[src/rtl/cfgreg_spi_pkg.sv]
package cfgreg_spi_pkg;

    localparam int ADDR_W    = 13;
    localparam int BYTE_W    = 8;
    localparam int CMD_W     = 1 + 2 + ADDR_W;
    localparam int CNT_W     = $clog2(CMD_W);
    localparam int NUM_REGS  = 7;
    localparam int IDX_W     = $clog2(NUM_REGS);
    localparam int FMT_IDX   = 2;
    localparam logic [1:0] LEN_OPEN = 2'b11;
    localparam logic [CNT_W-1:0] CMD_LAST  = CNT_W'(CMD_W - 1);
    localparam logic [CNT_W-1:0] BYTE_LAST = CNT_W'(BYTE_W - 1);

    typedef enum logic [1:0] {
        PH_CMD  = 2'd0,
        PH_DATA = 2'd1,
        PH_DONE = 2'd2
    } phase_e;

    typedef struct packed {
        logic              rd;
        logic [1:0]        len;
        logic [ADDR_W-1:0] addr;
    } cmd_t;

    typedef struct packed {
        logic [ADDR_W-1:0] addr;
        logic [BYTE_W-1:0] data;
    } wr_req_t;

    typedef struct packed {
        logic             hit;
        logic [IDX_W-1:0] idx;
    } lookup_t;

    function automatic logic [ADDR_W-1:0] reg_addr(input int i);
        case (i)
            0:       return ADDR_W'(13'h0005);
            1:       return ADDR_W'(13'h0008);
            2:       return ADDR_W'(13'h0011);
            3:       return ADDR_W'(13'h0012);
            4:       return ADDR_W'(13'h0014);
            5:       return ADDR_W'(13'h0020);
            default: return ADDR_W'(13'h0022);
        endcase
    endfunction

    function automatic logic [BYTE_W-1:0] reg_mask(input int i);
        case (i)
            0:       return 8'h03;
            1:       return 8'h0F;
            2:       return 8'h0B;
            3:       return 8'hFF;
            4:       return 8'h07;
            5:       return 8'h0F;
            default: return 8'h77;
        endcase
    endfunction

    function automatic lookup_t reg_lookup(input logic [ADDR_W-1:0] a);
        lookup_t r;
        r = '0;
        for (int i = 0; i < NUM_REGS; i++) begin
            if (a == reg_addr(i)) begin
                r.hit = 1'b1;
                r.idx = IDX_W'(i);
            end
        end
        return r;
    endfunction

    function automatic logic [BYTE_W-1:0] strap_value(input logic fmt_pin, input logic ddr_pin);
        return {4'b0000, ddr_pin, 1'b0, 1'b0, fmt_pin};
    endfunction

endpackage

[src/rtl/cfgreg_pin_sync.sv]
module cfgreg_pin_sync #(
    parameter int   STAGES  = 2,
    parameter logic RST_VAL = 1'b0
) (
    input  logic clk,
    input  logic rst,
    input  logic d_i,
    output logic q_o
);
    logic [STAGES-1:0] ff_q;

    generate
        if (STAGES == 1) begin : g_single
            always_ff @(posedge clk) begin
                if (rst) ff_q <= RST_VAL;
                else     ff_q <= d_i;
            end
        end else begin : g_chain
            always_ff @(posedge clk) begin
                if (rst) ff_q <= {STAGES{RST_VAL}};
                else     ff_q <= {ff_q[STAGES-2:0], d_i};
            end
        end
    endgenerate

    assign q_o = ff_q[STAGES-1];
endmodule

[src/rtl/cfgreg_frame_ctl.sv]
module cfgreg_frame_ctl
    import cfgreg_spi_pkg::*;
(
    input  logic              clk,
    input  logic              rst,
    input  logic              cs_act_i,
    input  logic              sclk_i,
    input  logic              dat_i,
    input  logic [BYTE_W-1:0] rd_data_i,
    output logic [ADDR_W-1:0] cur_addr_o,
    output logic              wr_vld_o,
    output wr_req_t           wr_o,
    output logic              sdo_o,
    output logic              drive_o,
    output phase_e            phase_o,
    output logic              byte_done_o,
    output logic              sclk_fall_o
);
    logic              sclk_d;
    logic              rise_w, fall_w;
    phase_e            phase_q;
    logic [CNT_W-1:0]  bit_q;
    logic [CMD_W-1:0]  sh_q;
    cmd_t              cmd_q, cmd_w;
    logic [ADDR_W-1:0] addr_q;
    logic [1:0]        nbyte_q;
    logic [BYTE_W-1:0] tx_q, rx_w;
    logic              sdo_q, drive_q, wr_vld_q, last_w;
    wr_req_t           wr_q;

    assign rise_w = sclk_i & ~sclk_d;
    assign fall_w = ~sclk_i & sclk_d;
    assign cmd_w  = cmd_t'({sh_q[CMD_W-2:0], dat_i});
    assign rx_w   = {sh_q[BYTE_W-2:0], dat_i};
    assign last_w = (cmd_q.len != LEN_OPEN) && (nbyte_q == cmd_q.len);
    assign byte_done_o = cs_act_i && rise_w && (phase_q == PH_DATA) && (bit_q == BYTE_LAST);

    always_ff @(posedge clk) begin
        if (rst) begin
            sclk_d   <= 1'b0;
            phase_q  <= PH_CMD;
            bit_q    <= '0;
            sh_q     <= '0;
            cmd_q    <= '0;
            addr_q   <= '0;
            nbyte_q  <= '0;
            tx_q     <= '0;
            sdo_q    <= 1'b0;
            drive_q  <= 1'b0;
            wr_vld_q <= 1'b0;
            wr_q     <= '0;
        end else begin
            sclk_d   <= sclk_i;
            wr_vld_q <= 1'b0;
            if (!cs_act_i) begin
                phase_q <= PH_CMD;
                bit_q   <= '0;
                nbyte_q <= '0;
                drive_q <= 1'b0;
            end else if (rise_w) begin
                sh_q <= {sh_q[CMD_W-2:0], dat_i};
                case (phase_q)
                    PH_CMD: begin
                        if (bit_q == CMD_LAST) begin
                            cmd_q   <= cmd_w;
                            addr_q  <= cmd_w.addr;
                            phase_q <= PH_DATA;
                            bit_q   <= '0;
                        end else begin
                            bit_q <= bit_q + 1'b1;
                        end
                    end
                    PH_DATA: begin
                        if (bit_q == BYTE_LAST) begin
                            wr_vld_q   <= ~cmd_q.rd;
                            wr_q.addr  <= addr_q;
                            wr_q.data  <= rx_w;
                            addr_q     <= addr_q + 1'b1;
                            bit_q      <= '0;
                            nbyte_q    <= nbyte_q + 1'b1;
                            if (last_w) begin
                                phase_q <= PH_DONE;
                                drive_q <= 1'b0;
                            end
                        end else begin
                            bit_q <= bit_q + 1'b1;
                        end
                    end
                    default: ;
                endcase
            end else if (fall_w && phase_q == PH_DATA && cmd_q.rd) begin
                drive_q <= 1'b1;
                if (bit_q == '0) begin
                    sdo_q <= rd_data_i[BYTE_W-1];
                    tx_q  <= {rd_data_i[BYTE_W-2:0], 1'b0};
                end else begin
                    sdo_q <= tx_q[BYTE_W-1];
                    tx_q  <= {tx_q[BYTE_W-2:0], 1'b0};
                end
            end
        end
    end

    assign cur_addr_o  = addr_q;
    assign wr_vld_o    = wr_vld_q;
    assign wr_o        = wr_q;
    assign sdo_o       = sdo_q;
    assign drive_o     = drive_q;
    assign phase_o     = phase_q;
    assign sclk_fall_o = fall_w;
endmodule

[src/rtl/cfgreg_bank.sv]
module cfgreg_bank
    import cfgreg_spi_pkg::*;
(
    input  logic                       clk,
    input  logic                       rst,
    input  logic                       strap_fmt_i,
    input  logic                       strap_ddr_i,
    input  logic                       wr_vld_i,
    input  wr_req_t                    wr_i,
    input  logic [ADDR_W-1:0]          rd_addr_i,
    output logic [BYTE_W-1:0]          rd_data_o,
    output logic [NUM_REGS*BYTE_W-1:0] regs_o
);
    logic [BYTE_W-1:0] regs_q [NUM_REGS];
    lookup_t           wr_hit_w, rd_hit_w;

    assign wr_hit_w = reg_lookup(wr_i.addr);
    assign rd_hit_w = reg_lookup(rd_addr_i);

    generate
        for (genvar g = 0; g < NUM_REGS; g++) begin : g_reg
            always_ff @(posedge clk) begin
                if (rst) begin
                    if (g == FMT_IDX) regs_q[g] <= strap_value(strap_fmt_i, strap_ddr_i);
                    else              regs_q[g] <= '0;
                end else if (wr_vld_i && wr_hit_w.hit && wr_hit_w.idx == IDX_W'(g)) begin
                    regs_q[g] <= wr_i.data & reg_mask(g);
                end
            end
            assign regs_o[g*BYTE_W +: BYTE_W] = regs_q[g];
        end
    endgenerate

    always_comb begin
        rd_data_o = '0;
        for (int i = 0; i < NUM_REGS; i++) begin
            if (rd_hit_w.hit && rd_hit_w.idx == IDX_W'(i)) rd_data_o = regs_q[i];
        end
    end
endmodule

[src/rtl/cfgreg_spi_slave.sv]
module cfgreg_spi_slave
    import cfgreg_spi_pkg::*;
#(
    parameter int SYNC_STAGES = 2
) (
    input  logic                       clk,
    input  logic                       rst,
    input  logic                       cs_n_i,
    input  logic                       sclk_i,
    input  logic                       sdio_i,
    output logic                       sdio_o,
    output logic                       sdio_oe,
    output logic [NUM_REGS*BYTE_W-1:0] cfg_regs_o
);
    logic              cs_n_s, sclk_s, sdio_s, cs_act;
    logic [BYTE_W-1:0] rd_data;
    logic [ADDR_W-1:0] cur_addr;
    logic              wr_vld, drive_w, byte_done, sclk_fall;
    wr_req_t           wr_req;
    phase_e            phase;

    cfgreg_pin_sync #(.STAGES(SYNC_STAGES), .RST_VAL(1'b1)) u_sync_cs (
        .clk(clk), .rst(rst), .d_i(cs_n_i), .q_o(cs_n_s));
    cfgreg_pin_sync #(.STAGES(SYNC_STAGES), .RST_VAL(1'b0)) u_sync_sclk (
        .clk(clk), .rst(rst), .d_i(sclk_i), .q_o(sclk_s));
    cfgreg_pin_sync #(.STAGES(SYNC_STAGES), .RST_VAL(1'b0)) u_sync_sdio (
        .clk(clk), .rst(rst), .d_i(sdio_i), .q_o(sdio_s));

    assign cs_act = ~cs_n_s;

    cfgreg_frame_ctl u_frame (
        .clk(clk), .rst(rst), .cs_act_i(cs_act), .sclk_i(sclk_s), .dat_i(sdio_s),
        .rd_data_i(rd_data), .cur_addr_o(cur_addr), .wr_vld_o(wr_vld), .wr_o(wr_req),
        .sdo_o(sdio_o), .drive_o(drive_w), .phase_o(phase), .byte_done_o(byte_done),
        .sclk_fall_o(sclk_fall));

    cfgreg_bank u_bank (
        .clk(clk), .rst(rst), .strap_fmt_i(sclk_i), .strap_ddr_i(sdio_i),
        .wr_vld_i(wr_vld), .wr_i(wr_req), .rd_addr_i(cur_addr), .rd_data_o(rd_data),
        .regs_o(cfg_regs_o));

    assign sdio_oe = ~cs_n_i & drive_w;
endmodule

[config.mk]
export PLATFORM = sky130hd
export DESIGN_NAME = cfgreg_spi_slave
export DESIGN_NICKNAME = d
export VERILOG_FILES = /design/src/rtl/cfgreg_spi_pkg.sv /design/src/rtl/cfgreg_pin_sync.sv /design/src/rtl/cfgreg_frame_ctl.sv /design/src/rtl/cfgreg_bank.sv /design/src/rtl/cfgreg_spi_slave.sv
export SDC_FILE = /design/constraint.sdc
export NUM_CORES = 1
export LEC_CHECK = 0
export CAP_MARGIN = 10
export CORE_ASPECT_RATIO = 0.8
export CORE_UTILIZATION = 35
export CTS_BUF_LIST = sky130_fd_sc_hd__clkbuf_4 sky130_fd_sc_hd__clkbuf_8
export DETAILED_ROUTE_END_ITERATION = 8
export PLACE_DENSITY_LB_ADDON = 0.12
export REMOVE_ABC_BUFFERS = 1
export SETUP_SLACK_MARGIN = 0.02
export SLEW_MARGIN = 0
export SYNTH_ARGS = -nofsm -noshare
export SYNTH_HDL_FRONTEND = slang
export SYNTH_SLANG_ARGS = --single-unit
export TNS_END_PERCENT = 1
[constraint.sdc]
create_clock -name clk -period 3.58 [get_ports clk]
set_input_delay 0.537 -clock clk [delete_from_list [all_inputs] [get_ports clk]]
set_output_delay 0.537 -clock clk [all_outputs]
set_load 0.05 [all_outputs]
==> flow_summary.yaml, run 1 <==
synth:
  ys.flop_type: "dfxtp_1"
  syn_area_per_cell_sq_um: 8.51
  synth_edf_count: 30
  synth_top_area_share_pct: 29.0
  synthCells: 625
  syn_area_sq_um: 5320
  yosysSeqAreaShare_pct: 45.9
  async_reset_ff_share_pct: 0
  yosys.cell_types.count: 62
  yosys.area.top_type: "dfxtp_1"
  synth_area_leaders: "dfxtp_1 (29%), edfxtp_1 (17%), nand2_1 (7.2%)"
  yosysWarnings: 0
  synth_seq_cells: 107
floorplanning:
  die_x_um: 140
  core.rowCount: 39
  start_util_pct: 36.6
  dieArea_sq_um: 15700
  pin_count: 63
  die-height_um: 112
  core_sq_um: 14500
clock_network:
  hold_buffers: 0
  post-cts-setup-buffers: 0
  cts_root_buf: "clkbuf_8"
  clock_path_buffers: 2
  cts_sinks: 107
  clk_pin_slew_ps: 120
  cts_resized: 0
  numCtsBuffers: 9
  cts_tree: "done"
  clkLatencyLatePin_ps: 390
  h-tree-depth: 3
sta:
  rsz0062_at_grt: "no"
  finalSetupTns_ps: 0
  fmax_mhz: 383
  skew_ps: 11.9
  final_hold_viol_count: 0
  period_needed_ps: 2610
  slew_headroom_pct: 34.6
  setup_viol: 0
  final_max_slew_viol_count: 0
  period_share_pct: 72.9
  tightest_slew_ps: 977
setup_path:
  cp-end-kind: "flip-flop"
  crit_path_start: "u_frame.cur_addr_o[2]"
  worst_setup_path_start_kind: "flip-flop"
  cp_max_fo: 13
  worstSetupPathType: "flip-flop to flip-flop"
  cp.required_ps: 3890
  rr_endpoint: "u_frame.tx_q[3]"
  crit_path_end: "u_frame.tx_q[3]"
  r2r_cells: 6
  crit_chain: "or4_4, or2_4, a2111oi_4, a21oi_1, a221o_1, a211oi_2"
  slowest_stage: "or4_4"
  r2r-start: "u_frame.cur_addr_o[2]"
  cp_data_arrival_time_ps: 2920
  rrSetupSlack_ps: 970
  max_stage_delay_ps: 610
flow_run:
  max_cap_violations: 0
power_and_ir_drop:
  p_per_area_nw_per_um2: 377
  p_sw_uw: 653
  power_frac_seq_pct: 57.0
  ir_drop_v: 0.000217
  switching_share_pct: 29.2
  p_comb_share_pct: 7.8
  power.internal_mw: 1.58
  power.share.clock_pct: 35.2
  power_mw: 2.23
  p_leak_nw: 1.99
global_routing:
  grt_overflow_total: 0
  grt_first_pass_wirelength_um: 22400
  grt_pass1_vias: 4047
  antenna_found_initial: 0
  grt_max_degree: 65
  track_usage_pct: 18.7
cells_and_area:
  drive_gt1_share_pct: 6.82
  insertedDiodeCount: 0
  multi_input_area_sq_um: 2560
  final_common_cell: "nand2_1"
  final_cell_mix: "nand2_1 (102), dfxtp_1 (77), a21oi_1 (60)"
  layout-area-overhead-vs-synth_pct: 11.4
  fillerInstances: 1454
  layout.nets: 651
  ff_latch_area_sq_um: 2440
hold_path:
  min_path_cells: 1
  min_from: "u_sync_cs.ff_q[0]"
  min_path_type: "flip-flop to flip-flop"
detailed_routing:
  ant_nets: 0
  drt-wirelength-per-cell_um: 17.3
  vias_per_cell: 5.35
  drcViolationCount: 0
  firstDrtPassIters: 5
  finalWirelength_um: 14300
  drtIter0Drc: 367
  vias: 4434
place:
  port_buffers: 36
  gp_congestion: 0.828
  dp_hpwl_um: 10600
run_status:
  status: "finished clean"
routing by layer:
layer	up-vias	track usage, %	share of wire (%)
met5	-	0	0
met4	0	5.49	1.9
met1	2078	27.9	51
met3	21	4.56	6.7
met2	172	26.4	40
li1	2163	-	-
sequential cells by signal, summed over array words and instances (netlist names), 3 cells and up:
| register | count |
|---|---|
| u_bank.regs_q | 30 |
| u_frame.wr_o | 21 |
| u_frame.sh_q | 15 |
| u_frame.cur_addr_o | 13 |
| u_frame.tx_q | 7 |
| u_frame.bit_q | 4 |
| u_frame.cmd_q | 3 |
stage by stage:
step / setup WS (ps) / hold slack [ps] / util, % / std cells / instance area (sq um)
2_1_floorplan: 1270 / 389 / - / 586 / 5070
3_3_place_gp: 1110 / 392 / 39.3 / 813 / 5710
3_5_place_dp: 1030 / 393 / 39.3 / 813 / 5710
4_1_cts: 995 / 423 / 40.8 / 829 / 5930
5_1_grt: 853 / 444 / 40.8 / 829 / 5930
6_report: 972 / 421 / 40.8 / 829 / 5930
critical path, delay by kind of cell (launching register included):
family,cells,cell delay [ps]
AOI/OAI and AO/OA,4,1180
DFF,1,440
and+or+nand+nor,2,900
final cells by class:
| class | count | area share, % |
|---|---|---|
| Multi-Input combinational cell | 461 | 43.3 |
| Sequential cell | 107 | 41.2 |
| Timing Repair Buffer | 43 | 6.88 |
| Tap cell | 184 | 3.89 |
| Clock buffer | 9 | 2.09 |
| Clock inverter | 7 | 1.52 |
| Inverter | 18 | 1.14 |
synthesized netlist by cell type, types with 2 or more instances:
cell type and number:
edfxtp_1 30, nor2b_1 12, nor3_1 18, or3_1 5, nand3_1 16, or2_2 9, and4_1 2, buf_4 26
xor2_1 6, nor2_1 50, a311oi_1 4, o21bai_1 5, a211oi_1 7, nor3b_1 5, a2bb2oi_1 2, mux2i_1 3
nand2_1 102, and2_1 19, nand4_1 4, ha_1 6, xnor2_1 3, a221oi_1 7, a21o_1 3, inv_1 18
nand2b_1 8, clkbuf_1 37, nand3b_1 3, a22oi_1 3, dfxtp_1 77, o22ai_1 6, or4_1 2, a221o_1 3
o21ai_0 15, mux2_2 3, a31oi_1 3, o211ai_1 2, a21oi_1 60, nor4_1 12, and3_1 6
worst min path at each step:
stage / to
after floorplan: u_sync_cs.ff_q[1]
after global placement: u_sync_cs.ff_q[1]
after detailed placement: u_sync_cs.ff_q[1]
after CTS: u_sync_cs.ff_q[1]
after global routing: u_sync_cs.ff_q[1]
final: u_sync_cs.ff_q[1]
power groups by stage:
stage / clock (mW) / combinational (mW) / sequential (mW)
after CTS: 0.812 / 0.174 / 1.27
after floorplan: 0 / 0.0761 / 1.34
after global routing: 0.867 / 0.180 / 1.27
after detailed placement: 0 / 0.174 / 1.30
after global placement: 0 / 0.174 / 1.30
final: 0.785 / 0.173 / 1.27
kinds of logic (layout without fill, tap and decap cells):
group                      Yosys count  in the layout  synth area share [%]
xor gates and xnor gates             9              9                  1.48
adders and majority gates            6              6                  1.41
muxes                                6              6                  1.20
buffers and inverters               82             77                  7.65
other                                1             26                0.0705
AOI/OAI and AO/OA                  131            131                  15.9
and+or+nand+nor                    283            283                  26.3
DFF                                107            107                  45.9
(Power assumes the default switching activity.)
==> run 2, diff against run 1 <==
- clock period: 3.58 -> 2.6 ns (I/O delays scaled with it)
==> run 2 against run 1 <==
Maximum frequency increased by 8.1%. Sequential power up 38%. Clock skew is 0.92 ps lower. Total power is 36% higher. Clock power is 32% higher. Critical path depth rose by 2. Utilization is 0.65 points higher. Critical path type unchanged.
==> flow_summary.yaml, run 2 (synthesis gave the netlist of run 1 again) <==
run_status:
  status: "finished clean"
sta:
  skew_ps: 11.0
  slew_headroom_pct: 64.1
  hold_slack_ps: 419
  fmax_mhz: 414
  layout_setup_ws_ps: 186
  rsz0062_at_grt: "no"
  tightest_slew_ps: 536
  final_hold_viol_count: 0
  period_needed_ps: 2410
  period_share_pct: 92.8
  setup_viol: 0
  final_max_slew_viol_count: 0
  finalSetupTns_ps: 0
detailed_routing:
  drt-wirelength-per-cell_um: 16.5
  finalWirelength_um: 13900
  vias: 4482
  drtIter0Drc: 355
  vias_per_cell: 5.32
  firstDrtPassIters: 5
  drcViolationCount: 0
  ant_nets: 0
global_routing:
  grt_first_pass_wirelength_um: 21800
  grt_util_met2_pct: 25.8
  grt_pass1_vias: 3976
  met3_usage_pct: 4.39
  use_met1_pct: 26.6
  grt_max_degree: 29
  antenna_found_initial: 0
  grt_busiest_layer: "met1"
  track_usage_pct: 18.1
  grt_overflow_total: 0
floorplanning:
  start_util_pct: 36.6
  die_x_um: 140
  dieArea_sq_um: 15700
  pin_count: 63
  core.rowCount: 39
  die-height_um: 112
  core_sq_um: 14500
cells_and_area:
  largest_reg_flops: 30
  layout-area-overhead-vs-synth_pct: 13.2
  layout.nets: 665
  final_cell_mix: "nand2_1 (102), dfxtp_1 (77), a21oi_1 (60)"
  drive_gt1_share_pct: 8.95
  regMostFlops: "u_bank.regs_q"
  final_core_util_pct: 41.4
  insertedDiodeCount: 0
  final_common_cell: "nand2_1"
clock_network:
  clk_pin_slew_ps: 100
  post-cts-setup-buffers: 0
  cts_tree: "done"
  cts_root_buf: "clkbuf_8"
  numCtsBuffers: 9
  cts_sinks: 107
  h-tree-depth: 3
  clock_path_buffers: 2
  clkLatencyLatePin_ps: 380
place:
  dp_hpwl_um: 10500
  post-place-ws_ps: 175
  port_buffers: 36
  gp_congestion: 0.909
power_and_ir_drop:
  power_mw: 3.03
  p_per_area_nw_per_um2: 503
  ir_drop_v: 0.000242
  p_leak_nw: 2.06
hold_path:
  min_from: "u_sync_cs.ff_q[0]"
  min_path_type: "flip-flop to flip-flop"
setup_path:
  cp-end-kind: "flip-flop"
  cp_max_fo: 8
  worst_setup_path_start_kind: "flip-flop"
  r2r-start: "u_frame.cur_addr_o[0]"
  crit_path_start: "u_frame.cur_addr_o[0]"
  cp_data_arrival_time_ps: 2710
  cp.required_ps: 2900
  worstSetupPathType: "flip-flop to flip-flop"
flow_run:
  max_cap_violations: 0
run 2: metrics by stage:
stage | cells | area, sq um
after floorplan | 586 | 5070
after CTS | 843 | 6010
after global placement | 827 | 5820
after detailed placement | 827 | 5820
final | 843 | 6020
after global routing | 843 | 6020
run 2: repair_timing:
item,4_1_cts,5_1_grt
resized for setup,0,1
hold endpoints to repair,0,0
endpoints found under the setup margin,0,4
hold buffers,0,0
run 2: power by group:
| group | total, mW | internal (mW) | switching, mW |
|---|---|---|---|
| Clock | 1.04 | 0.461 | 0.582 |
| Combinational | 0.239 | 0.0462 | 0.192 |
| Sequential | 1.75 | 1.73 | 0.0185 |
| Total | 3.03 | 2.24 | 0.792 |
run 2: path summary, 6_finish.rpt:
path                             to  slack (ps)  cells after the start
hold / removal    u_sync_cs.ff_q[1]         420                      1
setup / recovery    u_frame.tx_q[3]         190                      8
hold reg to reg   u_sync_cs.ff_q[1]         420                      1
setup reg to reg    u_frame.tx_q[3]         190                      8
run 2: worst max-delay path: stages, from the launching register on:
cell and delay (ps):
dfxtp_1 430, inv_1 130, ha_1 320, or2_2 320
a2bb2oi_1 300, a2111oi_4 120, buf_4 180, a221o_1 360
a211oi_2 200
run 2: layout make-up:
| cell class | count | area (sq um) |
|---|---|---|
| inverters | 18 | 67.6 |
| well taps | 184 | 230 |
| multi-input cells | 461 | 2570 |
| repair buffers | 57 | 513 |
| flip-flops and latches | 107 | 2440 |
| fillers | 1469 | 8520 |
| clock inverters | 6 | 65.1 |
| clock buffers | 10 | 131 |
run 2: layer usage:
layer,vias to the layer above,wire (um)
met5,-,0
met4,0,267
met3,25,932
met2,169,5760
met1,2098,6970
li1,2190,-
==> run 3, diff against run 2 <==
- SLEW_MARGIN: 0 -> not set
==> results of run 3 <==
Same layout as run 2: the final DEF is identical, and so are final timing and power.
